==> src/rtl/dram_refresh_sched.sv <==
module dram_refresh_sched #(
  parameter int CLK_MHZ     = 250,
  parameter int PAUSE_US    = 200,
  parameter int REFI_NS     = 15600,
  parameter bit TEST_MODE   = 1'b0,
  parameter int TEST_PAUSE  = 50,
  parameter int TEST_REFI   = 60,
  parameter int INIT_CYCLES = 8,
  parameter int OWED_MAX    = 8,
  parameter int T_CSR       = 2,
  parameter int T_CHR       = 3,
  parameter int T_RASW      = 15,
  parameter int T_RP        = 10
) (
  input  logic clk,
  input  logic rst_n,
  input  logic grant_i,
  output logic ref_req_o,
  output logic ref_urgent_o,
  output logic init_done_o,
  output logic ras_n_o,
  output logic cas_n_o,
  output logic we_n_o
);
  localparam int PAUSE_CYC = TEST_MODE ? TEST_PAUSE : CLK_MHZ * PAUSE_US;
  localparam int REFI_CYC  = TEST_MODE ? TEST_REFI : (CLK_MHZ * REFI_NS) / 1000;
  localparam int CYC_LEN   = T_CSR + T_RASW + T_RP;
  localparam int PW  = $clog2(PAUSE_CYC + 1);
  localparam int RW  = $clog2(REFI_CYC + 1);
  localparam int OW  = $clog2(OWED_MAX + 1);
  localparam int IW  = $clog2(INIT_CYCLES + 1);
  localparam int PHW = $clog2(CYC_LEN + 1);
  localparam logic [PW-1:0]  PAUSE_LAST = PW'(PAUSE_CYC - 1);
  localparam logic [RW-1:0]  REFI_LAST  = RW'(REFI_CYC - 1);
  localparam logic [OW-1:0]  OWED_TOP   = OW'(OWED_MAX);
  localparam logic [IW-1:0]  INIT_LAST  = IW'(INIT_CYCLES - 1);
  localparam logic [PHW-1:0] PH_LAST    = PHW'(CYC_LEN - 1);
  localparam logic [PHW-1:0] RAS_BEG    = PHW'(T_CSR);
  localparam logic [PHW-1:0] RAS_END    = PHW'(T_CSR + T_RASW);
  localparam logic [PHW-1:0] CAS_END    = PHW'(T_CSR + T_CHR);

  logic [PW-1:0]  pcnt;
  logic           paused;
  logic [RW-1:0]  tcnt;
  logic [OW-1:0]  owed, owed_nx;
  logic [IW-1:0]  icnt;
  logic           ready;
  logic           busy;
  logic [PHW-1:0] ph;

  wire done  = busy && (ph == PH_LAST);
  wire tick  = ready && (tcnt == REFI_LAST);
  wire dec   = done && ready;
  wire start = !busy && paused && (!ready || (owed != '0 && grant_i));

  always_ff @(posedge clk or negedge rst_n) begin
    if (!rst_n) begin
      pcnt   <= '0;
      paused <= 1'b0;
    end else if (!paused) begin
      if (pcnt == PAUSE_LAST) paused <= 1'b1;
      else                    pcnt   <= pcnt + 1'b1;
    end
  end

  always_ff @(posedge clk or negedge rst_n) begin
    if (!rst_n) begin
      busy <= 1'b0;
      ph   <= '0;
    end else if (done) begin
      busy <= 1'b0;
      ph   <= '0;
    end else if (busy) begin
      ph   <= ph + 1'b1;
    end else if (start) begin
      busy <= 1'b1;
      ph   <= '0;
    end
  end

  always_ff @(posedge clk or negedge rst_n) begin
    if (!rst_n) begin
      icnt  <= '0;
      ready <= 1'b0;
    end else if (done && !ready) begin
      icnt <= icnt + 1'b1;
      if (icnt == INIT_LAST) ready <= 1'b1;
    end
  end

  always_ff @(posedge clk or negedge rst_n) begin
    if (!rst_n)    tcnt <= '0;
    else if (tick) tcnt <= '0;
    else if (ready) tcnt <= tcnt + 1'b1;
  end

  always_comb begin
    owed_nx = owed;
    if (tick && !dec)      owed_nx = (owed == OWED_TOP) ? owed : owed + 1'b1;
    else if (dec && !tick) owed_nx = owed - 1'b1;
  end

  always_ff @(posedge clk or negedge rst_n) begin
    if (!rst_n) owed <= '0;
    else        owed <= owed_nx;
  end

  assign ras_n_o      = !(busy && ph >= RAS_BEG && ph < RAS_END);
  assign cas_n_o      = !(busy && ph < CAS_END);
  assign we_n_o       = 1'b1;
  assign ref_req_o    = ready && (owed != '0);
  assign ref_urgent_o = (owed == OWED_TOP);
  assign init_done_o  = ready;

  a_r1_silent_pause: assert property (@(posedge clk) disable iff (!rst_n)
    !paused |-> ras_n_o && cas_n_o);
  a_r4_cas_leads_ras: assert property (@(posedge clk) disable iff (!rst_n)
    $fell(ras_n_o) |-> !cas_n_o && $past(!cas_n_o));
  a_r4_cas_high_at_ras_rise: assert property (@(posedge clk) disable iff (!rst_n)
    $rose(ras_n_o) |-> cas_n_o);
  a_r3_done_sticky: assert property (@(posedge clk) disable iff (!rst_n)
    init_done_o |=> init_done_o);
  a_r7_urgent_needs_req: assert property (@(posedge clk) disable iff (!rst_n)
    (ref_urgent_o && init_done_o) |-> ref_req_o);
  a_r8_req_drops_on_completion: assert property (@(posedge clk) disable iff (!rst_n)
    $fell(ref_req_o) |-> $past(busy));
endmodule

==> config.mk <==
export PLATFORM = sky130hd
export DESIGN_NAME = dram_refresh_sched
export DESIGN_NICKNAME = d
export VERILOG_FILES = /design/src/rtl/dram_refresh_sched.sv
export SDC_FILE = /design/constraint.sdc
export NUM_CORES = 1
export LEC_CHECK = 0
export ABC_AREA = 1
export BUFFER_PORTS_ARGS = -buffer_cell sky130_fd_sc_hd__buf_2
export CELL_PAD_IN_SITES_DETAIL_PLACEMENT = 1
export CELL_PAD_IN_SITES_GLOBAL_PLACEMENT = 2
export CORE_AREA = 2 2 85 87
export CTS_BUF_LIST = sky130_fd_sc_hd__clkbuf_4 sky130_fd_sc_hd__clkbuf_8
export DETAILED_ROUTE_END_ITERATION = 8
export DIE_AREA = 0 0 87 89
export GPL_TIMING_DRIVEN = 0
export PLACE_DENSITY_LB_ADDON = 0.1
export SYNTH_ARGS = -nofsm -noshare
export SYNTH_HDL_FRONTEND = slang
export SYNTH_SLANG_ARGS = --single-unit
==> constraint.sdc <==
create_clock -name clk -period 2.5 [get_ports clk]
set_clock_uncertainty 0.05 [all_clocks]
set_input_delay 0.125 -clock clk [delete_from_list [all_inputs] [get_ports clk]]
set_output_delay 0.125 -clock clk [all_outputs]
set_load 0.02 [all_outputs]
[Word-level counts from Yosys, hierarchy flattened]
Cells that the tools add are included.
Storage, ports and cells
  bits in registers: 44
  input port bits: 3
  output and inout bits: 6
  word-level logic and storage cells: 65
Operators by class
  $add $sub $neg: 6
  order comparisons: 3
  equality and inequality tests: 6
  mux-type cells: 13
  bitwise logic cells: 2
  reduce and logical (&&, ||, !) cells: 27
Operators by type and width (count)
  two-way mux 12 bit: 2
  adder 16 x 1 -> 16 bit, second input constant: 1
  == test 16 bit, second input constant: 1
  two-way mux 5 bit: 3
  logical AND 1 bit: 13
  adder 12 x 1 -> 12 bit, second input constant: 1
  == test 12 bit, second input constant: 1
  two-way mux 4 bit: 3
  adder 4 x 1 -> 4 bit, second input constant: 2
  zero test 1 bit: 6
  AND reduction 2 bit: 3
  adder 5 x 1 -> 5 bit, second input constant: 1
  == test 5 bit, second input constant: 1
  >= comparator 5 x 2 -> 1 bit, second input constant: 1
  less-than comparator 5 x 3 -> 1 bit, second input constant: 1
  less-than comparator 5 bit, second input constant: 1
  two-way mux 1 bit: 5
  == test 4 x 3 -> 1 bit, second input constant: 1
  == test 4 bit, second input constant: 1
  nonzero test 2 bit: 2
  nonzero test 4 bit: 1
  subtractor 4 x 1 -> 4 bit, second input constant: 1
  nonzero test 3 bit: 1
  inequality test 2 bit, second input constant: 1
  other kinds (2): 3

[Depth between registers and ports, before layout]
Gate-level depths: netlist (run 1).
  depth in word-level cells: 7
  gate-level depth with buffers: 14
  depth with buffers taken out: 14

[Worst setup path before layout (run 1)]
Ideal clock, no wire load.
  kind: register to register
  from: reg tcnt[0]
  to: reg owed[3]
  setup time: 0.117 ns
  arrival time: 1.971 ns
  data required time: 2.333 ns
  path slack: 0.362 ns
  cell stages (with the launch flop): 15
  path buffers: 0
  period minus slack after synthesis: 2.138 ns
  cells stage by stage: dfrtp_1 > ha_1 > nand3_1 > inv_2 > nand3_2 > nor2_4 > nand2_2 > ha_1 > a21o_1 > a21oi_1 > inv_1 > nand2_2 > nand3_1 > nand2_1 > nand2_1
Between the ends
  word-level cells in the longest chain between the ends: 6
  elaborated cells on any way between the ends: 9
  classes of those cells: eq/ne: 2; mux: 1; reduce/logical: 6
Ends and longest elaborated chain
  from (decl): line 44  | logic [RW-1:0] tcnt;
  from (signal assigned): line 94  | else if (ready) tcnt <= tcnt + 1'b1;
  == test 12 bit *: line 52  | wire tick = ready && (tcnt == REFI_LAST);
  logical AND 1 bit *: line 52
  zero test 1 bit: line 100  | else if (dec && !tick) owed_nx = owed - 1'b1;
  logical AND 1 bit: line 100
  nonzero test 2 bit (no line)
  AND reduction 2 bit (no line)
  to (signal assigned): line 105  | else owed <= owed_nx;
  to (decl): line 45  | logic [OW-1:0] owed, owed_nx;
Every way passes the cells marked *; elsewhere a longest branch is shown, timed or not.
A chain may end at the register's enable or synchronous reset.

[Worst setup path in the final report (run 1)]
  from: reg tcnt[1]
  to: reg owed[3]
Same word-level chain as after synthesis.

==> impl_metrics.yaml, run 1 <==
power:
  leakagePower_uw: 0.00136
  p_switching_uw: 260
  ir_drop_v: 0.000146
  swShare_pct: 21.3
  pwr_density_cell_nw_per_um2: 424
  finalPower_uw: 1220
  p_int_uw: 961
  p_seq_share_pct: 58.2
  comb_power_share_pct: 1.5
  clkPwrFrac_pct: 40.2
cts:
  clock_latency_ps: 300
  clockBufferDepth: 2
  cts_tree: "built"
  root_buffer: "clkbuf_8"
  clkSinkCount: 44
  cts_htree_levels: 2
  cts_buffers: 5
  clkSlewWorstSetupHoldPaths_ps: 80
sta:
  fmax_ghz: 0.437
  setup_viol: 0
  final_hold_viol_count: 0
  fin_ws_ps: 212
  maxSlewViolCount: 0
  worst_pin_slew_ps: 1030
  max_slew_margin_pct: 31.4
  min_period_ps: 2290
  period_share_pct: 91.5
drt:
  ant_nets: 0
  num_vias: 2072
  drtPass1Iterations: 4
  drt-wirelength-per-cell_um: 13.7
  wl_um: 5670
  drc: 0
  drtIter0Drc: 93
  viasPerCell: 5.00
logic_synthesis:
  async_flop_share_pct: 100
  yosysSeqAreaShare_pct: 42.3
  synth.avg_cell_area_um2: 8.24
  synth-warning-count: 0
  synth_ff_type: "dfrtp_1"
  synth_seq_cells: 44
  syn_inst: 316
  synth_enable_flop_cells: 0
  synth_cell_types: 37
  netlist_area_um2: 2600
  synthesis.nets: 327
finish:
  synthToLayoutAreaGrowth_pct: 10.6
  final_layout_size_suffix_gt1_share_pct: 16.5
  antenna_cells: 0
  layout_common_cells: "nand2_1, dfrtp_1, inv_1, nand3_1, nor2_1"
  final_common_cell: "nand2_1"
  final_util_pct: 42.8
  layout.nets: 345
place:
  dpl_worst_slack_ps: 74.1
  place_hpwl_um: 4280
  portBuffers: 7
  routabilityCongestion: 0.750
worst_setup_path:
  end_kind: "register"
  worstPathMaxFanout: 4
  cp-start-kind: "register"
  critPathArrivalTime_ps: 2430
  crit_required_ps: 2650
  critPathKind: "reg -> reg"
  ff2ff_setup_slack_ps: 210
  r2r_cells: 14
hold_path:
  holdPathStages: 5
  hold_path.class: "in -> reg"
job:
  drv_cap: 0
global_route:
  track_usage_pct: 16.5
  antenna_found_initial: 0
  grt_first_pass_wirelength_um: 9940
  grt_max_degree: 45
  grt_pass1_vias: 2036
  grt_overflow: 0
die:
  dieArea_um2: 7740
  fp.dieW_um: 87
  core_um2: 6720
  row_count: 30
  die_height_um: 89
  boundaryPins: 9
  start_util_pct: 38.7
run_status:
  status: "completed"
## per-stage QoR
step | area (um^2) | hold WS (ps) | cells | TNS, ps
final | 2880 | 322 | 414 | 0
after global routing | 2880 | 409 | 414 | -0.470
after CTS | 2840 | 318 | 411 | 0
after detailed placement | 2740 | 328 | 403 | 0
after global placement | 2740 | 331 | 403 | 0
after floorplan | 2600 | -221 | 316 | 0
## power groups by stage
stage | Clock (uW) | Sequential, uW | Combinational (uW)
after floorplan | 0 | 725 | 2.50
after global routing | 531 | 711 | 21.8
after CTS | 521 | 711 | 20.7
after detailed placement | 0 | 725 | 19.6
after global placement | 0 | 725 | 19.7
final | 491 | 711 | 18.9
## cells in the mapped netlist (2+ instances only)
master / number / share of area (%)
nor2_1: 21 / 3.0
xor2_1: 14 / 4.7
inv_1: 39 / 5.6
dfrtp_1: 44 / 42
nor3_2: 2 / 0.77
xnor2_1: 7 / 2.4
ha_1: 7 / 3.4
nand4_1: 7 / 1.7
o21ai_0: 8 / 1.5
a21oi_1: 8 / 1.5
nor4_1: 2 / 0.48
o21ai_1: 14 / 2.7
nor2_4: 3 / 1.3
nand3b_1: 2 / 0.58
nand3_1: 26 / 5.0
inv_2: 6 / 0.87
nand2_1: 68 / 9.8
nor3_1: 7 / 1.3
buf_4: 2 / 0.58
nand3_2: 4 / 1.5
buf_2: 3 / 0.58
nand3_4: 2 / 1.3
nor2_2: 2 / 0.48
nand2_2: 5 / 1.2
## logic make-up after synthesis
kind of cell | synth area share [%]
muxes | 0.577
xor gates and xnor gates | 7.07
AOI/OAI and AO/OA | 6.64
adders and majority gates | 4.13
other | 0.144
DFF | 42.3
buffers and inverters | 8.51
and+or+nand+nor | 30.6
## worst paths after layout
path / end / start
worst min-delay path: busy / grant_i
max in group asynchronous: pcnt[6] / rst_n
min in group asynchronous: tcnt[6] / rst_n
worst max register to register: owed[3] / tcnt[1]
worst min register to register: icnt[3] / icnt[3]
worst max-delay path: owed[3] / tcnt[1]
## state kept, by name, indices dropped and copies added (netlist names)
name         flops
busy             1
icnt             4
init_done_o      1
owed             4
paused           1
pcnt            16
ph               5
tcnt            12
## cell type report
cell class              count  area (um^2)
fillers                   848         3840
multi-input cells         220         1290
flip-flops and latches     44         1100
inverters                  46          180
well taps                  80          100
clock buffers               7         96.3
repair buffers             11         67.6
plain buffers               6         41.3
## layer usage
metal,global-route usage [%],up-vias,routed length (um)
met5,0,-,0
met4,4.69,0,70
met3,3.05,6,95
met2,26.4,10,2550
met1,22.9,1006,2960
li1,-,1050,-
## worst max-delay path, stage by stage (launching register included)
cell	delay [ps]
dfrtp_1	440
ha_4	190
nand3_1	90
inv_2	70
nand3_2	130
nor2_4	170
nand2_2	100
ha_1	290
a21o_1	160
a21oi_1	180
inv_1	70
nand2_2	70
nand3_1	70
nand2_1	60
nand2_1	40
## repair_timing
action | 4_1_cts | 5_1_grt
setup buffers | 0 | 3
setup endpoints to repair | 0 | 1
resized for setup | 0 | 3
endpoints found under the hold margin | 30 | 0
hold buffers | 1 | 0
No activity file was read; power rests on OpenSTA's default activity.
==> run 2: changes to the inputs <==
Settings changed: MAX_ROUTING_LAYER from default to met4.
==> run 2 against run 1 <==
Setup slack barely moved. First-iteration DRC count rose by 8.6%. Fmax barely moved. Clock power barely moved. Count of clock-buffer cells in the layout did not move. Critical path type unchanged. Register-to-register slack barely moved. Via count barely moved. Global-route usage rose by 0.53 points. Flip-flop and latch count did not move. Cell count did not move.
==> impl_metrics.yaml, run 2 (same netlist as run 1, synthesis figures left out) <==
finish:
  antenna_cells: 0
  nFillCells: 848
  fin_cells: 414
  largest-register: "pcnt"
  final_common_cell: "nand2_1"
  final_layout_size_suffix_gt1_share_pct: 16.5
  layout.nets: 345
  layout_common_cells: "nand2_1, dfrtp_1, inv_1, nand3_1, nor2_1"
  final_util_pct: 42.8
  reg_top3: "pcnt x16, tcnt x12, ph x5"
  largest_register_ffs: 16
  synthToLayoutAreaGrowth_pct: 10.6
cts:
  cts_buffers: 5
  cts_htree_levels: 2
  clkSlewWorstSetupHoldPaths_ps: 80
  root_buffer: "clkbuf_8"
  cts_tree: "built"
  clockBufferDepth: 2
  clkSinkCount: 44
  clock_latency_ps: 300
worst_setup_path:
  slowest_delay_ps: 440
  cp_slowest_cell: "dfrtp_1"
  r2r-end: "owed[3]"
  worstPathMaxFanout: 4
  r2r_start: "tcnt[1]"
  end_kind: "register"
  r2r_cells: 14
  cp-start-kind: "register"
  crit_chain: "ha_4 -> nand3_1 -> inv_2 -> nand3_2 -> nor2_4 -> nand2_2 -> ha_1 -> a21o_1 -> a21oi_1 -> inv_1 -> nand2_2 -> nand3_1 -> nand2_1 -> nand2_1"
  ff2ff_setup_slack_ps: 210
  critPathKind: "reg -> reg"
  crit_required_ps: 2650
  critPathArrivalTime_ps: 2430
drt:
  viasPerCell: 5.00
  wl_um: 5680
  drtIter0Drc: 101
  num_vias: 2070
  drt-wirelength-per-cell_um: 13.7
  ant_nets: 0
  drc: 0
  drtPass1Iterations: 4
power:
  clkPwrFrac_pct: 40.2
  p_seq_share_pct: 58.3
  comb_power_share_pct: 1.6
  leakagePower_uw: 0.00136
  p_int_uw: 961
  swShare_pct: 21.3
  ir_drop_v: 0.000146
  pwr_density_cell_nw_per_um2: 424
  p_switching_uw: 259
sta:
  min_period_ps: 2290
  fmax_ghz: 0.437
  final_hold_viol_count: 0
  setup_viol: 0
  max_slew_margin_pct: 31.4
  fin_setup_tns_ps: 0
  maxSlewViolCount: 0
  worst_pin_slew_ps: 1030
  holdWs_ps: 323
  period_share_pct: 91.5
hold_path:
  holdPathStages: 5
  hold_path.class: "in -> reg"
  worstHoldStart: "grant_i"
  min_to: "busy"
global_route:
  antenna_found_initial: 0
  grt_pass1_vias: 2035
  grt_overflow: 0
  grt_first_pass_wirelength_um: 9960
  track_usage_pct: 17.0
  grt_max_degree: 45
job:
  drv_cap: 0
die:
  dieArea_um2: 7740
  boundaryPins: 9
  core_um2: 6720
  row_count: 30
  start_util_pct: 38.7
  fp.dieW_um: 87
  die_height_um: 89
place:
  dp_cells: 403
  routabilityCongestion: 0.760
  portBuffers: 7
  place_hpwl_um: 4280
run_status:
  status: "completed"
## run 2: area by class of cell
class	count	area [um^2]	area share, %
Tap cell	80	100	3.48
Multi-Input combinational cell	220	1290	44.9
Inverter	46	180	6.26
Buffer	6	41.3	1.43
Sequential cell	44	1100	38.2
Timing Repair Buffer	11	67.6	2.35
Clock buffer	7	96.3	3.35
## run 2: worst max path at each step
| stage | from | endpoint | slack (ps) | cells past startpoint |
|---|---|---|---|---|
| 6_report | tcnt[1] | owed[3] | 210 | 14 |
| 3_3_place_gp | tcnt[0] | owed[3] | 120 | 14 |
| 4_1_cts | tcnt[0] | owed[3] | 50 | 14 |
| 5_1_grt | tcnt[6] | owed[3] | -0.5 | 14 |
| 2_1_floorplan | tcnt[0] | owed[3] | 360 | 14 |
| 3_5_place_dp | tcnt[0] | owed[3] | 70 | 14 |
## run 2: critical path, delay by kind of cell, from the launching register on
kind | cells | cell delay, ps
and+or+nand+nor | 8 | 730
buffers and inverters | 2 | 140
adders and majority gates | 2 | 480
DFF | 1 | 440
AOI/OAI and AO/OA | 2 | 340
## run 2: repair_timing
| action | CTS | global route |
|---|---|---|
| resized for setup | 0 | 3 |
| endpoints found under the setup margin | 0 | 1 |
| setup buffers | 0 | 3 |
| hold buffers | 1 | 0 |
| endpoints found under the hold margin | 30 | 0 |
## run 2: stage by stage
stage          setup WS (ps)  instance area [um^2]  power, uW
2_1_floorplan            362                  2600        728
3_3_place_gp             124                  2740        745
3_5_place_dp            74.1                  2740        745
4_1_cts                 51.5                  2840       1250
5_1_grt               -0.470                  2880       1260
6_report                 213                  2880       1220
## run 2: power by group through the flow
stage	Clock (uW)	Combinational (uW)	Sequential, uW
final	490	18.9	711
after floorplan	0	2.50	725
after detailed placement	0	19.6	725
after global routing	531	21.8	711
after global placement	0	19.7	725
after CTS	521	20.7	711
## run 2: layer usage
layer | global-route usage, % | share of wire [%] | vias up | wire length (um)
met4 | 4.69 | 1.2 | 0 | 69
met3 | 3.05 | 1.9 | 6 | 109
met2 | 26.4 | 45 | 14 | 2570
li1 | - | - | 1049 | -
met5 | - | 0 | - | 0
met1 | 23.0 | 52 | 1001 | 2930
==> run 3: changes to the inputs <==
Settings changed: ABC_AREA 1 to default, CORE_AREA 2 2 85 87 to 2 2 76 78, DIE_AREA 0 0 87 89 to 0 0 78 80, PLACE_DENSITY from default to 0.81, PLACE_DENSITY_LB_ADDON 0.1 to default, SLEW_MARGIN from default to 20.
==> run 3 against run 2 <==
Global-route usage is 0.15 points lower. Utilization is 6.3 points higher. Cell count is 23% lower. Critical path type unchanged.
==> impl_metrics.yaml, run 3 <==
logic_synthesis:
  yosysSeqAreaShare_pct: 49.7
  ys_top_cells_by_area: "dfrtp_1, xnor2_1, ha_1, xor2_1, nand2_1"
  synth_seq_cells: 44
  synth_enable_flop_cells: 0
  synth-warning-count: 0
  synth.avg_cell_area_um2: 10.3
  synth_ff_type: "dfrtp_1"
  ys_top_cells_by_count: "dfrtp_1, nand2_1, xnor2_1"
  synthesis.nets: 227
  yosys.cell_count.top_type: "dfrtp_1"
  async_flop_share_pct: 100
  netlist_area_um2: 2220
  post-synth-top-area-fraction_pct: 49.7
  yosysTopAreaCell: "dfrtp_1"
  synth_cell_types: 41
  syn_inst: 216
cts:
  cts_htree_levels: 2
  cts_tree: "built"
  clock_latency_ps: 290
  cts_buffers: 5
  root_buffer: "clkbuf_8"
  clkSinkCount: 44
  clkSlewWorstSetupHoldPaths_ps: 80
  clockBufferDepth: 2
die:
  core_um2: 5410
  start_util_pct: 41.0
  boundaryPins: 9
  die_height_um: 80
  fp.dieW_um: 78
  dieArea_um2: 6240
  row_count: 27
finish:
  largest_register_ffs: 16
  final_layout_size_suffix_gt1_share_pct: 20.3
  nFillCells: 628
  final_util_pct: 49.1
  final_common_cell: "dfrtp_1"
  antenna_cells: 0
  largest-register: "pcnt"
  reg_top3: "pcnt x16, tcnt x12, ph x5"
  layout_common_cells: "dfrtp_1, nand2_1, xnor2_1, buf_4, nor2_1"
  layout.nets: 256
  synthToLayoutAreaGrowth_pct: 19.8
drt:
  num_vias: 1624
  viasPerCell: 5.11
  ant_nets: 0
  drtIter0Drc: 86
  drt-wirelength-per-cell_um: 14.2
  wl_um: 4520
  drtPass1Iterations: 3
  drc: 0
sta:
  min_period_ps: 2460
  final_hold_viol_count: 0
  rsz0062_at_grt: "yes"
  setup_viol: 0
  fmax_ghz: 0.407
  maxSlewViolCount: 0
  worst_pin_slew_ps: 757
  max_slew_margin_pct: 48.9
  fin_ws_ps: 42.9
  period_share_pct: 98.3
power:
  ir_drop_v: 0.000200
  leakagePower_uw: 0.00122
  pwr_density_cell_nw_per_um2: 457
run_status:
  status: "completed"
place:
  portBuffers: 7
  routabilityCongestion: 0.725
  place_hpwl_um: 2920
  dpl_worst_slack_ps: -263
worst_setup_path:
  critPathArrivalTime_ps: 2630
  cp_slowest_cell: "dfrtp_1"
  cp-start-kind: "register"
  crit_chain: "inv_2 -> ha_4 -> nand4b_4 -> or2_0 -> buf_4 -> nand3_4 -> ha_4 -> a21o_1 -> a21o_1 -> or3_1 -> a21boi_2 -> xor2_1"
  critPathKind: "reg -> reg"
  end_kind: "register"
  worstPathMaxFanout: 3
  slowest_delay_ps: 400
  crit_required_ps: 2670
global_route:
  grt_max_degree: 45
  grt_overflow: 0
  grt_pass1_vias: 1741
  grt_first_pass_wirelength_um: 8020
  track_usage_pct: 16.9
  antenna_found_initial: 0
hold_path:
  hold_path.class: "in -> async"
job:
  drv_cap: 0
==> run 3: cell count changes in the layout (fill, tap and decap cells not counted), moves of 5 or more <==
| cell | before | now |
|---|---|---|
| a21oi_1 | 8 | 1 |
| and3_1 | 0 | 7 |
| buf_4 | 5 | 18 |
| inv_1 | 38 | 8 |
| inv_2 | 7 | 1 |
| nand2_1 | 68 | 21 |
| nand2_2 | 5 | 0 |
| nand3_1 | 26 | 12 |
| nor2_1 | 21 | 15 |
| o21ai_0 | 8 | 14 |
| o21ai_1 | 14 | 2 |
| xnor2_1 | 7 | 19 |
==> run 3: stage by stage <==
step	total power (uW)	setup TNS (ps)	hold slack, ps	instance area, um^2	std cells
after floorplan	728	0	-221	2230	216
after global placement	744	-187	299	2350	295
after detailed placement	744	-263	303	2350	295
after CTS	1230	-20.4	349	2600	314
after global routing	1260	-55.8	363	2660	318
final	1210	0	314	2660	318
==> run 3: path summary, 6_finish.rpt <==
check / slack [ps] / from / cells past startpoint / end
max reg2reg: 40 / ph[0] / 12 / owed[3]
max: 40 / ph[0] / 12 / owed[3]
min reg2reg: 420 / icnt[3] / 1 / icnt[3]
min in group clk: 360 / grant_i / 5 / busy
max in group asynchronous: 1680 / rst_n / 2 / ph[1]
min: 310 / rst_n / 2 / ph[3]
==> run 3: repair_timing <==
action,in CTS,in global routing
buffers inserted,10,5
pin swaps,8,7
hold buffers,1,0
endpoints found under the setup margin,1,1
hold endpoints to repair,44,0
resized for setup,10,2
==> run 3: critical path: cells and delay by family (launching register included) <==
family / cells / cell delay, ps
AND/OR/NAND/NOR: 4 / 730
XOR/XNOR: 1 / 150
AO/OA/AOI/OAI: 3 / 500
buffers and inverters: 2 / 230
adder cells (fa/ha/maj): 2 / 340
flip-flops: 1 / 400
==> run 3: cells by family after synthesis <==
logic type | synth area share [%]
flip-flops | 49.7
adder cells (fa/ha/maj) | 4.85
other | 0.169
buffers and inverters | 2.65
AND/OR/NAND/NOR | 22.0
XOR/XNOR | 11.5
multiplexers | 1.52
AO/OA/AOI/OAI | 7.73
==> run 3: power by group <==
part,internal (uW),switching (uW)
clock network,247,235
logic,3.76,15.5
registers,711,0
total,962,251
==> run 3: layout make-up <==
type | instances | area (um^2) | share of cell area, %
Buffer | 4 | 25.0 | 0.942
Clock buffer | 8 | 97.6 | 3.67
Inverter | 9 | 33.8 | 1.27
Multi-Input combinational cell | 158 | 1150 | 43.2
Sequential cell | 44 | 1100 | 41.5
Tap cell | 72 | 90.1 | 3.39
Timing Repair Buffer | 23 | 160 | 6.03
==> run 3: layer usage <==
metal	GRT usage [%]	vias to the layer above	part of all wire, %
met5	-	-	0
met4	6.67	0	1.6
met3	3.39	6	2.3
met2	27.5	14	50
met1	20.8	802	46
li1	-	802	-
